**src/rtl/rnmi_pkg.sv**
```systemverilog
// Shared types and constants for the resumable NMI trap controller.
// Assumes the standard two-bit privilege encoding (3 = machine mode).
package rnmi_pkg;
    typedef enum logic [2:0] {
        ACT_NONE    = 3'd0,
        ACT_NMI     = 3'd1,
        ACT_NMI_EXC = 3'd2,
        ACT_RETURN  = 3'd3,
        ACT_ILLEGAL = 3'd4
    } rnmi_act_e;

    localparam logic [1:0]  PRIV_M       = 2'b11;
    localparam logic [11:0] CSR_NSCRATCH = 12'h350;
    localparam logic [11:0] CSR_NEPC     = 12'h351;
    localparam logic [11:0] CSR_NCAUSE   = 12'h352;
    localparam logic [11:0] CSR_NSTATUS  = 12'h353;
    localparam int          STAT_PRIV_LO = 11;
    localparam int          STAT_EN_BIT  = 3;
endpackage

```
**src/rtl/rnmi_arbiter.sv**
```systemverilog
// Chooses the single trap action for this cycle.
// Priority: NMI entry, then an exception (steered only while blocked), then the return strobe.
// Assumes exc_valid_i and mnret_i describe the same instruction slot.
module rnmi_arbiter
    import rnmi_pkg::*;
(
    input  logic       nmi_req_i,
    input  logic       exc_valid_i,
    input  logic       mnret_i,
    input  logic [1:0] cur_priv_i,
    input  logic       nmi_en_i,
    output rnmi_act_e  act_o
);
    // Fixed-priority selection of the cycle's action.
    always_comb begin
        if (nmi_req_i && nmi_en_i) begin
            act_o = ACT_NMI;
        end else if (exc_valid_i && !nmi_en_i) begin
            act_o = ACT_NMI_EXC;
        end else if (exc_valid_i) begin
            act_o = ACT_NONE;
        end else if (mnret_i && (cur_priv_i != PRIV_M)) begin
            act_o = ACT_ILLEGAL;
        end else if (mnret_i) begin
            act_o = ACT_RETURN;
        end else begin
            act_o = ACT_NONE;
        end
    end
endmodule

```
**src/rtl/rnmi_csr_bank.sv**
```systemverilog
// Holds the four NMI CSRs and the enable bit, and provides their read port.
// Trap events update the registers at the clock edge. A software write is taken only in
// machine mode, and only in a cycle with no NMI entry and no exception.
module rnmi_csr_bank
    import rnmi_pkg::*;
#(
    parameter int XLEN            = 32,
    parameter int CAUSE_W         = 8,
    parameter bit CAUSE_SUPPORTED = 1'b1
) (
    input  logic               clk,
    input  logic               rst_n,
    input  rnmi_act_e          act_i,
    input  logic [XLEN-1:0]    cur_pc_i,
    input  logic [1:0]         cur_priv_i,
    input  logic [CAUSE_W-1:0] nmi_cause_i,
    input  logic               exc_valid_i,
    input  logic [11:0]        csr_addr_i,
    input  logic               csr_we_i,
    input  logic [XLEN-1:0]    csr_wdata_i,
    output logic               nmi_en_o,
    output logic [XLEN-1:0]    epc_o,
    output logic [1:0]         saved_priv_o,
    output logic [XLEN-1:0]    csr_rdata_o,
    output logic               csr_hit_o
);
    localparam int CAUSE_PAD = XLEN - 1 - CAUSE_W;

    logic [XLEN-1:0] scratch_q;
    logic [XLEN-1:1] epc_q;
    logic [XLEN-1:0] cause_q;
    logic [1:0]      priv_q;
    logic            en_q;
    logic [XLEN-1:0] entry_cause;
    logic            sw_wr;

    // Cause value loaded on entry; the parameter picks whether a code is recorded.
    generate
        if (CAUSE_SUPPORTED) begin : g_cause_code
            assign entry_cause = {1'b1, {CAUSE_PAD{1'b0}}, nmi_cause_i};
        end else begin : g_cause_flag
            assign entry_cause = {1'b1, {(XLEN-1){1'b0}}};
        end
    endgenerate

    // Software write qualification: machine mode, no entry, no exception this cycle.
    assign sw_wr = csr_we_i && (cur_priv_i == PRIV_M) && (act_i != ACT_NMI) && !exc_valid_i;

    // Register updates from trap events and from software writes.
    always_ff @(posedge clk) begin
        if (!rst_n) begin
            scratch_q <= '0;
            epc_q     <= '0;
            cause_q   <= '0;
            priv_q    <= '0;
            en_q      <= 1'b1;
        end else if (act_i == ACT_NMI) begin
            epc_q   <= cur_pc_i[XLEN-1:1];
            cause_q <= entry_cause;
            priv_q  <= cur_priv_i;
            en_q    <= 1'b0;
        end else begin
            if (act_i == ACT_RETURN) begin
                en_q <= 1'b1;
            end
            if (sw_wr) begin
                unique case (csr_addr_i)
                    CSR_NSCRATCH: scratch_q <= csr_wdata_i;
                    CSR_NEPC:     epc_q     <= csr_wdata_i[XLEN-1:1];
                    CSR_NCAUSE:   cause_q   <= csr_wdata_i;
                    CSR_NSTATUS: begin
                        priv_q <= csr_wdata_i[STAT_PRIV_LO+1:STAT_PRIV_LO];
                        if (csr_wdata_i[STAT_EN_BIT]) begin
                            en_q <= 1'b1;
                        end
                    end
                    default: ;
                endcase
            end
        end
    end

    // Read multiplexer; unlisted addresses and reserved status bits return zero.
    always_comb begin
        csr_rdata_o = '0;
        csr_hit_o   = 1'b1;
        unique case (csr_addr_i)
            CSR_NSCRATCH: csr_rdata_o = scratch_q;
            CSR_NEPC:     csr_rdata_o = {epc_q, 1'b0};
            CSR_NCAUSE:   csr_rdata_o = cause_q;
            CSR_NSTATUS: begin
                csr_rdata_o[STAT_PRIV_LO+1:STAT_PRIV_LO] = priv_q;
                csr_rdata_o[STAT_EN_BIT]                 = en_q;
            end
            default: csr_hit_o = 1'b0;
        endcase
    end

    assign nmi_en_o     = en_q;
    assign epc_o        = {epc_q, 1'b0};
    assign saved_priv_o = priv_q;

    assert_entry_clears_enable_R5: assert property (@(posedge clk) disable iff (!rst_n)
        (act_i == ACT_NMI) |=> !nmi_en_o);
    assert_entry_saves_context_R5: assert property (@(posedge clk) disable iff (!rst_n)
        (act_i == ACT_NMI) |=> (epc_o[XLEN-1:1] == $past(cur_pc_i[XLEN-1:1])) &&
                               (saved_priv_o == $past(cur_priv_i)));
    assert_return_sets_enable_R10: assert property (@(posedge clk) disable iff (!rst_n)
        (act_i == ACT_RETURN) |=> nmi_en_o);
    assert_low_priv_write_ignored_R2: assert property (@(posedge clk) disable iff (!rst_n)
        (csr_we_i && (cur_priv_i != PRIV_M) && (act_i == ACT_NONE)) |=>
        ($stable(scratch_q) && $stable(epc_o) && $stable(cause_q) && $stable(priv_q) && $stable(nmi_en_o)));
    assert_status_reserved_zero_R4: assert property (@(posedge clk) disable iff (!rst_n)
        (csr_addr_i == CSR_NSTATUS) |->
        ($countones(csr_rdata_o) <= 3) && !csr_rdata_o[0] && !csr_rdata_o[XLEN-1]);
endmodule

```
**src/rtl/rnmi_redirect.sv**
```systemverilog
// Turns the chosen action into fetch redirect, next privilege and main-CSR update strobes.
// Purely combinational; clk and rst_n are used only by the assertions.
module rnmi_redirect
    import rnmi_pkg::*;
#(
    parameter int              XLEN        = 32,
    parameter logic [XLEN-1:0] NMI_VEC     = '0,
    parameter logic [XLEN-1:0] NMI_EXC_VEC = '0
) (
    input  logic            clk,
    input  logic            rst_n,
    input  rnmi_act_e       act_i,
    input  logic [XLEN-1:0] epc_i,
    input  logic [1:0]      saved_priv_i,
    input  logic [XLEN-1:0] cur_pc_i,
    input  logic [1:0]      cur_priv_i,
    input  logic [XLEN-1:0] exc_cause_i,
    output logic            redirect_o,
    output logic [XLEN-1:0] redirect_pc_o,
    output logic [1:0]      next_priv_o,
    output logic            mepc_we_o,
    output logic [XLEN-1:0] mepc_wdata_o,
    output logic            mcause_we_o,
    output logic [XLEN-1:0] mcause_wdata_o,
    output logic            mpp_we_o,
    output logic [1:0]      mpp_wdata_o,
    output logic            illegal_o
);
    // Per-action output selection.
    always_comb begin
        redirect_o     = 1'b0;
        redirect_pc_o  = '0;
        next_priv_o    = cur_priv_i;
        mepc_we_o      = 1'b0;
        mepc_wdata_o   = '0;
        mcause_we_o    = 1'b0;
        mcause_wdata_o = '0;
        mpp_we_o       = 1'b0;
        mpp_wdata_o    = '0;
        illegal_o      = 1'b0;
        unique case (act_i)
            ACT_NMI: begin
                redirect_o    = 1'b1;
                redirect_pc_o = NMI_VEC;
                next_priv_o   = PRIV_M;
            end
            ACT_NMI_EXC: begin
                redirect_o     = 1'b1;
                redirect_pc_o  = NMI_EXC_VEC;
                next_priv_o    = PRIV_M;
                mepc_we_o      = 1'b1;
                mepc_wdata_o   = cur_pc_i;
                mcause_we_o    = 1'b1;
                mcause_wdata_o = exc_cause_i;
                mpp_we_o       = 1'b1;
                mpp_wdata_o    = PRIV_M;
            end
            ACT_RETURN: begin
                redirect_o    = 1'b1;
                redirect_pc_o = epc_i;
                next_priv_o   = saved_priv_i;
            end
            ACT_ILLEGAL: illegal_o = 1'b1;
            default: ;
        endcase
    end

    assert_exc_strobes_together_R8: assert property (@(posedge clk) disable iff (!rst_n)
        mepc_we_o |-> (mcause_we_o && mpp_we_o && (mpp_wdata_o == PRIV_M) && (next_priv_o == PRIV_M)));
    assert_return_target_even_R3: assert property (@(posedge clk) disable iff (!rst_n)
        (act_i == ACT_RETURN) |-> !redirect_pc_o[0]);
    assert_illegal_no_redirect_R11: assert property (@(posedge clk) disable iff (!rst_n)
        illegal_o |-> !redirect_o && !mepc_we_o);
endmodule

```
**src/rtl/rnmi_trap_ctrl.sv**
```systemverilog
// Top of the resumable NMI trap controller: arbiter, CSR bank and redirect logic.
// Assumes one instruction slot per cycle, and that the pipeline applies redirect_o and the
// update strobes in the same cycle they are driven.
module rnmi_trap_ctrl
    import rnmi_pkg::*;
#(
    parameter int              XLEN            = 32,
    parameter int              CAUSE_W         = 8,
    parameter bit              CAUSE_SUPPORTED = 1'b1,
    parameter logic [XLEN-1:0] NMI_VEC         = 32'h0000_0100,
    parameter logic [XLEN-1:0] NMI_EXC_VEC     = 32'h0000_0200
) (
    input  logic               clk,
    input  logic               rst_n,
    input  logic               nmi_req_i,
    input  logic [CAUSE_W-1:0] nmi_cause_i,
    input  logic [XLEN-1:0]    cur_pc_i,
    input  logic [1:0]         cur_priv_i,
    input  logic               exc_valid_i,
    input  logic [XLEN-1:0]    exc_cause_i,
    input  logic               mnret_i,
    input  logic [11:0]        csr_addr_i,
    input  logic               csr_we_i,
    input  logic [XLEN-1:0]    csr_wdata_i,
    output logic [XLEN-1:0]    csr_rdata_o,
    output logic               csr_hit_o,
    output logic               redirect_o,
    output logic [XLEN-1:0]    redirect_pc_o,
    output logic [1:0]         next_priv_o,
    output logic               irq_inhibit_o,
    output logic               mepc_we_o,
    output logic [XLEN-1:0]    mepc_wdata_o,
    output logic               mcause_we_o,
    output logic [XLEN-1:0]    mcause_wdata_o,
    output logic               mpp_we_o,
    output logic [1:0]         mpp_wdata_o,
    output logic               illegal_o
);
    rnmi_act_e       act;
    logic            nmi_en;
    logic [XLEN-1:0] epc;
    logic [1:0]      saved_priv;

    rnmi_arbiter u_arb (
        .nmi_req_i  (nmi_req_i),
        .exc_valid_i(exc_valid_i),
        .mnret_i    (mnret_i),
        .cur_priv_i (cur_priv_i),
        .nmi_en_i   (nmi_en),
        .act_o      (act)
    );

    rnmi_csr_bank #(.XLEN(XLEN), .CAUSE_W(CAUSE_W), .CAUSE_SUPPORTED(CAUSE_SUPPORTED)) u_bank (
        .clk         (clk),
        .rst_n       (rst_n),
        .act_i       (act),
        .cur_pc_i    (cur_pc_i),
        .cur_priv_i  (cur_priv_i),
        .nmi_cause_i (nmi_cause_i),
        .exc_valid_i (exc_valid_i),
        .csr_addr_i  (csr_addr_i),
        .csr_we_i    (csr_we_i),
        .csr_wdata_i (csr_wdata_i),
        .nmi_en_o    (nmi_en),
        .epc_o       (epc),
        .saved_priv_o(saved_priv),
        .csr_rdata_o (csr_rdata_o),
        .csr_hit_o   (csr_hit_o)
    );

    rnmi_redirect #(.XLEN(XLEN), .NMI_VEC(NMI_VEC), .NMI_EXC_VEC(NMI_EXC_VEC)) u_redir (
        .clk           (clk),
        .rst_n         (rst_n),
        .act_i         (act),
        .epc_i         (epc),
        .saved_priv_i  (saved_priv),
        .cur_pc_i      (cur_pc_i),
        .cur_priv_i    (cur_priv_i),
        .exc_cause_i   (exc_cause_i),
        .redirect_o    (redirect_o),
        .redirect_pc_o (redirect_pc_o),
        .next_priv_o   (next_priv_o),
        .mepc_we_o     (mepc_we_o),
        .mepc_wdata_o  (mepc_wdata_o),
        .mcause_we_o   (mcause_we_o),
        .mcause_wdata_o(mcause_wdata_o),
        .mpp_we_o      (mpp_we_o),
        .mpp_wdata_o   (mpp_wdata_o),
        .illegal_o     (illegal_o)
    );

    // Interrupts are held off whenever the handler is active.
    assign irq_inhibit_o = !nmi_en;

    assert_blocked_nmi_no_entry_R7: assert property (@(posedge clk) disable iff (!rst_n)
        (nmi_req_i && irq_inhibit_o && !exc_valid_i) |-> !redirect_o || (redirect_pc_o != NMI_VEC));
    assert_nmi_beats_exception_R6: assert property (@(posedge clk) disable iff (!rst_n)
        (nmi_req_i && !irq_inhibit_o) |-> redirect_o && !mepc_we_o && !illegal_o);
    assert_inhibit_after_entry_R7: assert property (@(posedge clk) disable iff (!rst_n)
        (nmi_req_i && !irq_inhibit_o) |=> irq_inhibit_o);
endmodule

```
**config.mk**
```make
export PLATFORM = sky130hd
export DESIGN_NAME = rnmi_trap_ctrl
export DESIGN_NICKNAME = d
export VERILOG_FILES = /design/src/rtl/rnmi_pkg.sv /design/src/rtl/rnmi_arbiter.sv /design/src/rtl/rnmi_csr_bank.sv /design/src/rtl/rnmi_redirect.sv /design/src/rtl/rnmi_trap_ctrl.sv
export SDC_FILE = /design/constraint.sdc
export NUM_CORES = 1
export LEC_CHECK = 0
export CELL_PAD_IN_SITES_DETAIL_PLACEMENT = 1
export CELL_PAD_IN_SITES_GLOBAL_PLACEMENT = 2
export CORE_MARGIN = 8
export CORE_UTILIZATION = 19
export CTS_BUF_LIST = sky130_fd_sc_hd__clkbuf_8 sky130_fd_sc_hd__clkbuf_16
export CTS_CLUSTER_DIAMETER = 40
export DETAILED_ROUTE_END_ITERATION = 7
export PLACE_DENSITY = 0.84
export RECOVER_POWER = 50
export SLEW_MARGIN = 25
export SYNTH_ARGS = -nofsm -noshare
export SYNTH_HDL_FRONTEND = slang
export SYNTH_SLANG_ARGS = --single-unit
```
**constraint.sdc**
```tcl
create_clock -name clk -period 1.65 [get_ports clk]
set_clock_uncertainty 0.05 [all_clocks]
set_input_delay 0.33 -clock clk [delete_from_list [all_inputs] [get_ports clk]]
set_output_delay 0.33 -clock clk [all_outputs]
set_load 0.1 [all_outputs]
```
# After elaboration in Yosys (flattened, before gate mapping)

Cells that the tools add are included.

Add/sub/neg operators: 0
$mul: 0
Div/mod/pow operators: 0
$lt $le $gt $ge: 0
Equality and inequality tests: 11
Shift-type cells: 0
Mux-type cells: 33
Bitwise logic cells: 2
Reduce and logical (&&, ||, !) cells: 21

Operator list:

| cell                                                   | number |
|---|---|
| 2-to-1 mux 32 bit                                      | 5 |
| one-hot mux 32 bit (3 select lines)                    | 1 |
| 2-to-1 mux 31 bit                                      | 3 |
| one-hot mux 19 bit (3 select lines)                    | 1 |
| equality test 12 x 10 -> 1 bit (second input constant) | 4 |
| one-hot mux 7 bit (3 select lines)                     | 1 |
| 2-to-1 mux 3 bit                                       | 4 |
| 2-to-1 mux 2 bit                                       | 5 |
| 2-to-1 mux 1 bit                                       | 9 |
| one-hot mux 3 bit (3 select lines)                     | 1 |
| one-hot mux 2 bit (4 select lines)                     | 1 |
| AND reduction 2 bit                                    | 4 |
| nonzero test 2 bit                                     | 4 |
| equality test 3 x 2 -> 1 bit (second input constant)   | 2 |
| logical AND 1 bit                                      | 6 |
| one-hot mux 1 bit (4 select lines)                     | 1 |
| one-hot mux 2 bit (2 select lines)                     | 1 |
| OR reduction 2 bit                                     | 2 |
| OR reduction 4 bit                                     | 1 |
| equality test 3 x 1 -> 1 bit (second input constant)   | 1 |
| equality test 3 bit (second input constant)            | 1 |
| inequality test 3 x 1 -> 1 bit (second input constant) | 1 |
| AND reduction 3 bit                                    | 1 |
| OR reduction 3 bit                                     | 1 |
| 4 further kinds                                        | 6 |

Register bits after elaboration: 98
Latch bits: 0
Bits in writable memories: 0
Bits in read-only memories: 0
Input bits: 124
Output and inout port bits: 139
Word-level logic and storage cells: 73
Memories kept: 0

# Depth between registers and ports, before layout

Gate-level depths: netlist (run 1).

Depth after elaboration: 12
Mapped depth: 7
Gate-level depth less buffers: 5

# Modules after synthesis

From an unflattened synthesis (run 1), not the netlist that was laid out.

Cell total of the unflattened synthesis: 784
Area total of the unflattened synthesis: 5879.4 µm²

Modules (own cells, without submodules):

| module         | times used | cells an instance | area an instance (µm²) | seq. area each (µm²) |
|---|---|---|---|---|
| rnmi_csr_bank  | 1          | 656               | 5041.1                 | 1961.9 |
| rnmi_redirect  | 1          | 119               | 789.5                  | 0.0 |
| rnmi_arbiter   | 1          | 8                 | 45.0                   | 0.0 |
| rnmi_trap_ctrl | 1          | 1                 | 3.8                    | 0.0 |

# Worst setup path before layout (run 1)

No wires, ideal clock.

Kind: reg2out
Start point: register u_bank.en_q (netlist: u_bank.nmi_en_o)
End point: output illegal_o
Arrival time: 5.335 ns
Required time: 1.270 ns
Path slack: -4.065 ns
Cell stages (with the launch flop): 4
Path buffers: 1
Cell sequence: dfxtp_1 > and2_1 > clkbuf_1 > a2111oi_0

Word-level cells in the longest chain between the ends: 6
Elaborated cells between the ends (all ways): 7
Classes of those cells: eq/ne (1); mux (3); reduce/logical (3)

RTL lines:

| item                    | RTL line             | source |
|---|---|---|
| start, declared         | rnmi_csr_bank.sv:33  | `logic en_q;` |
| start signal, assigned  | rnmi_csr_bank.sv:56  | `en_q <= 1'b1;` |
| start signal, assigned  | rnmi_csr_bank.sv:61  | `en_q <= 1'b0;` |
| start signal, assigned  | rnmi_csr_bank.sv:64  | `en_q <= 1'b1;` |
| logical NOT 1 bit       | rnmi_arbiter.sv:18   | `end else if (exc_valid_i && !nmi_en_i) begin` |
| logical AND 1 bit       | rnmi_arbiter.sv:18   |  |
| 2-to-1 mux 3 bit        | rnmi_arbiter.sv:18   |  |
| 2-to-1 mux 3 bit (*)    | rnmi_arbiter.sv:16   | `if (nmi_req_i && nmi_en_i) begin` |
| equality test 3 bit (*) | rnmi_redirect.sv:41  | `unique case (act_i)` |
| 2-to-1 mux 1 bit (*)    | rnmi_redirect.sv:41  |  |
| end, declared           | rnmi_trap_ctrl.sv:37 | `output logic illegal_o` |

Mark *: on every way between the ends. The rest lies on a longest branch, timed or not.

# Worst setup path after layout (run 1)

Start point: input csr_addr_i[3]
End point: output csr_rdata_o[22]

Word-level cells in the longest chain between the ends: 2
Elaborated cells between the ends (all ways): 4
Classes of those cells: eq/ne (3); mux (1)

RTL lines:

| item                                    | RTL line             | source |
|---|---|---|
| start, declared                         | rnmi_trap_ctrl.sv:22 | `input logic [11:0] csr_addr_i,` |
| equality test 12 x 10 -> 1 bit          | rnmi_csr_bank.sv:87  | `unique case (csr_addr_i)` |
| one-hot mux 19 bit (3 select lines) (*) | rnmi_csr_bank.sv:87  |  |
| end, declared                           | rnmi_trap_ctrl.sv:25 | `output logic [XLEN-1:0] csr_rdata_o,` |

Marked as above.

==> impl_results.md, run 1 <==
- Run status: finished with violations
- Failing checks: setup timing
- WL/cell: roughly 24 um
- First-pass GRT wire length: roughly 50000 um
- Max-slew violations: 0
- Root buffer cell: clkbuf_16
- Sequential share of the synthesized area: 36.5%
- Final setup margin: -0.563 ns
- Number of buffers created by CTS: 9
- Worst-skew pair later-pin latency: 0.35 ns
- N_diodes: 0
- DR vias: 7069
- Worst r2r src: u_bank.nmi_en_o
- Synth Register Bits: 98
- Post-synthesis cell type count: 31
- Most frequent CP cell: buf_12
- Post-Syn Nets: 874
- Final setup fails: 236
- Drt first pass iters: 5
- Synthesized cell area: 5380 sq um
- Leak: 5.28 nW
- Share of cells above drive strength 1: 63.5%
- Hold-critical path endpoint: u_bank.saved_priv_o[1]
- Setup WS pre-CTS: -0.939 ns
- Kind of critical path: input pin to output pin
- Syn Area/Cell: 7.18 sq um
- FMAX: 452 MHz
- HP Class: input pin to flip-flop
- Crit start category: input pin
- Setup_tns: -94.56 ns
- CTS tree: done
- Critical path launch point: csr_addr_i[3]
- Total GRT Usage: 19.7%
- Yosys warning count: 0
- Die Height: ~180 um
- Die width: 184 um
- Final Hold Viols: 0
- Routability cong.: 0.786
- Slowest CP cell: nor4b_4
- ANT nets after route: 0
- Cell area power density: 511 nW/um^2
- Min Tclk post-route: 2.21 ns
- Total congestion overflow: 0
- H-tree depth: 3
- CP arrival: roughly 1.8 ns
- Register clock-pin slew on the reported worst setup and hold paths: about 0.070 ns
- Die area: 34000 sq um
- DRC viols: 0
- # nets final: 1237
- Required @ worst endpoint: 1.27 ns
- WHS Path Cells: 4
- Largest net degree at the start of global routing: 31
- Reg2reg end: u_bank.epc_q[13]
- Number of DRC markers in iteration 0: 273
- CORE AREA: 27900 sq um
- Overall power: 7.11 mW
- I/O pin count: 263
- Post-DP HPWL: 21900 um
- Crit end category: output pin
- Peak supply drop: 0.394 mV
- Unrepaired setup endpoints after global routing: true
- Crit Path Max Fanout: 8
- I/O Buffers: approximately 260
- Drt total wl: 35800 um
- R2R depth: 10
- Initial antenna violation count: 3
- Final worst-path cycle share: 134%
- DR vias/cell: 4.73
- Hold Startpoint: cur_priv_i[1]
- FP Rows: 61
- Flop2flop setup slack: -0.39 ns
- Crit-path max cell delay: 0.33 ns
- Synth-to-Final Area Change: 159%
- Syn Inst Count: 750
- Fin util: 50.0%
- Clock sink count: 98
- Initial Util: between 10% and 20%
- Max_cap viols: 0
- Post-CTS Hold Buffers: 0
- Clk buf depth: 2
- Crit-path cells: buf_6 > nor4b_4 > buf_4 > and2_4 > nand2_8 > buf_12 > buf_16 > nor2_4 > buf_12
- Vias in the first global route: 7940
-- registers in the layout (all words and copies together) (netlist names) --
name	cells
u_bank.nmi_en_o	1
u_bank.epc_q	31
u_bank.cause_q	32
u_bank.scratch_q	32
u_bank.saved_priv_o	2
-- stage by stage --
step	hold slack, ns	area [sq um]	std cells
final	0.383	13900	1496
after CTS	0.355	13100	1490
after global routing	0.400	13900	1496
after global placement	0.388	11000	1410
after detailed placement	0.398	11000	1410
after floorplan	0.379	6160	750
-- metal layers --
metal	part of all wire, %	GRT usage, %	vias up
li1	-	-	3249
met1	40	22.9	3508
met2	52	35.3	240
met3	5.1	4.11	66
met4	2.9	6.91	6
met5	0.10	0	-
-- area by class of cell --
class / count / area, sq um
fill: 2870 / 13900
timing repair buffer: 422 / 6200
multi-input combinational: 574 / 4960
sequential: 98 / 1970
tap: 378 / 473
clock buffer: 9 / 225
clock inverter: 7 / 51.3
inverter: 8 / 45.0
-- synth_stat cells (all sizes together) --
master   number  area, sq um
a21oi        96          480
or4           2         15.0
clkbuf       39          146
a2111oi       1         8.76
a31oi        28          175
conb          1         3.75
and3          7         43.8
and4b         1         10.0
dfxtp        98         1960
inv           8         30.0
and4bb        1         12.5
o211ai        1         7.51
nor4          2         25.0
nand3        21          110
nand4         3         18.8
o21ai        29          145
nor2b         2         12.5
mux4          3         67.6
nand2       174          653
nor3          3         15.0
nor4b         1         23.8
nor2         59          221
and2         96          601
nand4b        1         8.76
a22oi        13         97.6
buf          31          196
mux2i        29          290
-- report_power, final --
| group | switching, mW | internal [mW] | total [mW] |
|---|---|---|---|
| clock network | 1.05 | 1.04 | 2.09 |
| registers | 0.0887 | 2.44 | 2.53 |
| logic | 1.38 | 1.11 | 2.49 |
| total | 2.52 | 4.59 | 7.11 |
-- how the worst max path moves through the flow --
stage | slack, ns | end
2_1_floorplan | -0.59 | csr_rdata_o[0]
3_3_place_gp | -0.90 | u_bank.epc_q[9]
3_5_place_dp | -0.94 | u_bank.scratch_q[24]
4_1_cts | -0.55 | csr_rdata_o[17]
5_1_grt | -0.62 | csr_rdata_o[22]
6_report | -0.56 | csr_rdata_o[22]
-- layout by cell type (no fill, tap or decap), drive strengths merged, types with 3 or more instances in the layout --
| cell type | count |
|---|---|
| buf | 305 |
| nand2 | 174 |
| clkdlybuf4s50 | 105 |
| dfxtp | 98 |
| and2 | 96 |
| a21oi | 96 |
| nor2 | 59 |
| mux2i | 29 |
| o21ai | 29 |
| a31oi | 28 |
| nand3 | 21 |
| clkbuf | 15 |
| a22oi | 13 |
| inv | 9 |
| and3 | 7 |
| dlygate4sd2 | 4 |
| mux4 | 3 |
| clkinvlp | 3 |
| nand4 | 3 |
| clkinv | 3 |
| nor3 | 3 |
-- critical path, delay by kind of cell --
family / cells / cell delay [ns]
buf+inv: 5 / 0.78
simple gates: 4 / 0.71
-- repair_timing --
item | in CTS | in global routing
gates resized for setup | 318 | 194
buffers inserted | 47 | 15
pin swaps | 102 | 99
endpoints found under the setup margin | 236 | 235
cloned | 23 | 5
-- kinds of logic after synthesis --
family | share of synthesized area, %
simple gates | 32.9
compound gates | 17.0
flops | 36.5
buf+inv | 6.93
mux | 6.65
other cells | 0.0697
No activity file was read; power rests on OpenSTA's default activity.
==> inputs of run 2 (changes only) <==
--- a/config.mk
+++ b/config.mk
@@ -7,11 +7,11 @@
 export LEC_CHECK = 0
 export CELL_PAD_IN_SITES_DETAIL_PLACEMENT = 1
 export CELL_PAD_IN_SITES_GLOBAL_PLACEMENT = 2
-export CORE_MARGIN = 8
 export CORE_UTILIZATION = 19
 export CTS_BUF_LIST = sky130_fd_sc_hd__clkbuf_8 sky130_fd_sc_hd__clkbuf_16
 export CTS_CLUSTER_DIAMETER = 40
 export DETAILED_ROUTE_END_ITERATION = 7
+export GPL_TIMING_DRIVEN = 0
 export PLACE_DENSITY = 0.84
 export RECOVER_POWER = 50
 export SLEW_MARGIN = 25
==> run 2 against run 1 <==
Against the previous run:
- critical path type is now flip-flop to output pin
- largest power group unchanged
- combinational power decreased by 6%
- via count rose by 0.93%
- the flow still finishes with violations (setup timing)
- sequential cell count unchanged
- utilization shrank 2.9 points
==> impl_results.md, run 2 (synthesis results as in run 1) <==
- Drt first pass iters: 5 (unchanged)
- Initial Util: 19.3% (unchanged)
- Share of cells above drive strength 1: 55.4% (was 63.5%)
- Hold-critical path endpoint: u_bank.saved_priv_o[0] (was u_bank.saved_priv_o[1])
- Leak: 4.83 nW (was 5.28 nW)
- Leading cell type in the layout, fill and taps excluded: buf_12 (unchanged)
- Synth-to-Final Area Change: 144% (was 159%)
- Root buffer cell: clkbuf_16 (unchanged)
- Most frequent cells in the layout: 149 x buf_12, 104 x clkdlybuf4s50_1, 103 x nand2_1, 95 x and2_4, 95 x dfxtp_1 (was 167 x buf_12, 105 x clkdlybuf4s50_1, 96 x and2_4, 96 x dfxtp_1, 83 x nand2_4)
- Required @ worst endpoint: 1.27 ns (about the same)
- Total GRT Usage: 21.7% (was 19.7%)
- Biggest registers after layout: u_bank.cause_q: 32 flops, u_bank.scratch_q: 32 flops, u_bank.epc_q: 31 flops (unchanged)
- Die area: 29000 sq um (was 34000 sq um)
- I/O Buffers: 260 (was 261)
- Final worst-path cycle share: 130% (was 134%)
- Fin util: 47.0% (was 50.0%)
- Register clock-pin slew on the reported worst setup and hold paths: 0.08 ns (was 0.07 ns)
- H-tree depth: 3 (unchanged)
- Routability cong.: 0.810 (was 0.786)
- Worst-skew pair later-pin latency: 0.37 ns (was 0.35 ns)
- First-pass GRT wire length: 46400 um (was 50700 um)
- I/O pin count: 263 (unchanged)
- # nets final: 1224 (was 1237)
- WL/cell: 23.1 um (was 23.9 um)
- Post-DP HPWL: 20400 um (was 21900 um)
- FP Rows: 61 (unchanged)
- Worst r2r src: u_bank.nmi_en_o (unchanged)
- Max-slew violations: 0 (unchanged)
- Die Height: 170 um (was 184 um)
- Post-CTS Hold Buffers: 0 (unchanged)
- Number of buffers created by CTS: 9 (unchanged)
- HP Class: input pin to flip-flop (unchanged)
- Number of DRC markers in iteration 0: 421 (was 273)
- Reg2reg end: u_bank.epc_q[31] (was u_bank.epc_q[13])
- WHS Path Cells: 3 (was 4)
- Crit Path Max Fanout: 6 (was 8)
- Final setup margin: -0.498 ns (was -0.563 ns)
- Total congestion overflow: 0 (unchanged)
- Vias in the first global route: 7513 (was 7940)
- Run status: finished with violations (unchanged)
- Drt total wl: 34300 um (was 35800 um)
- Hold slack: 0.279 ns (was 0.383 ns)
- Largest net degree at the start of global routing: 17 (was 31)
- Final Hold Viols: 0 (unchanged)
- Crit end category: output pin (unchanged)
- CTS tree: done (unchanged)
- Setup_tns: -71.67 ns (was -94.56 ns)
- Clock sink count: 98 (unchanged)
- Die width: 170 um (was 184 um)
- DRC viols: 0 (unchanged)
- Flop2flop setup slack: -0.28 ns (was -0.39 ns)
- R2R depth: 8 (was 10)
- Max_cap viols: 0 (unchanged)
- Failing checks: setup timing (unchanged)
- DR vias: 7135 (was 7069)
- Slew Limit Headroom: around two fifths
- Cell area power density: 533 nW/um^2 (was 511 nW/um^2)
- CORE AREA: 27900 sq um (unchanged)
- Final setup fails: 232 (was 236)
- Initial antenna violation count: 1 (was 3)
- Overall power: 6.99 mW (was 7.11 mW)
- Measured slew at the worst slew-check pin: 0.871 ns
- Clk buf depth: 2 (unchanged)
- Hold Startpoint: cur_priv_i[0] (was cur_priv_i[1])
- Min Tclk post-route: 2.15 ns (was 2.21 ns)
- Unrepaired setup endpoints after global routing: true (unchanged)
- DR vias/cell: 4.81 (was 4.73)
- Crit start category: flip-flop (was input pin)
- ANT nets after route: 0 (unchanged)
- Kind of critical path: flip-flop to output pin (was input pin to output pin)
- CP arrival: 1.77 ns (was 1.83 ns)
- FMAX: 465 MHz (was 452 MHz)
- Peak supply drop: 0.518 mV (was 0.394 mV)
[run 2: timing repair]
| item | CTS | global route |
|---|---|---|
| setup buffers | 42 | 21 |
| pin swaps | 18 | 53 |
| cloned | 13 | 11 |
| gates resized for setup | 1425 | 239 |
| setup endpoints to repair | 236 | 232 |
| hold endpoints to repair | 0 | 0 |
[run 2: layout make-up]
| class | instances | area, sq um |
|---|---|---|
| diodes | 1 | 2.50 |
| plain buffers | 65 | 877 |
| clock buffers | 9 | 225 |
| clock inverters | 6 | 45.0 |
| fillers | 2937 | 14800 |
| inverters | 8 | 45.0 |
| multi-input cells | 574 | 4430 |
| flip-flops and latches | 98 | 1970 |
| well taps | 378 | 473 |
| repair buffers | 344 | 5040 |
[run 2: worst max path at each step]
stage	startpoint	endpoint	slack (ns)
2_1_floorplan	csr_addr_i[5]	csr_rdata_o[0]	-0.59
3_3_place_gp	csr_addr_i[1]	csr_rdata_o[4]	-2.22
3_5_place_dp	csr_addr_i[1]	csr_rdata_o[4]	-2.26
4_1_cts	csr_addr_i[3]	csr_rdata_o[0]	-0.48
5_1_grt	u_bank.nmi_en_o	mepc_wdata_o[22]	-0.52
6_report	u_bank.nmi_en_o	mepc_wdata_o[19]	-0.50
[run 2: routing by layer]
metal / vias to the layer above / share of wire (%) / global-route usage (%)
met5: - / 0 / 0
met4: 0 / 3.4 / 7.56
met3: 70 / 6.1 / 4.23
met2: 300 / 51 / 38.5
met1: 3547 / 40 / 25.8
li1: 3218 / - / -
[run 2: critical path, stage by stage, from the launching register on]
cell and delay (ns):
dfxtp_4 0.38, clkinvlp_4 0.17, nand2_8 0.13, inv_8 0.05, clkbuf_16 0.18, clkbuf_16 0.17, and2_4 0.14, buf_12 0.16
[run 2: through the flow]
step | worst slack (ns) | instances | area (sq um)
2_1_floorplan | -0.588 | 750 | 6160
3_3_place_gp | -2.22 | 1388 | 9240
3_5_place_dp | -2.26 | 1388 | 9240
4_1_cts | -0.477 | 1454 | 12000
5_1_grt | -0.515 | 1482 | 13100
6_report | -0.498 | 1483 | 13100
[run 2: power breakdown]
part	leakage, nW	switching, mW	internal, mW	total (mW)
logic	3.90	1.33	1.02	2.35
clock network	0.124	1.07	1.02	2.10
registers	0.799	0.0934	2.44	2.54
total	4.83	2.50	4.49	6.99
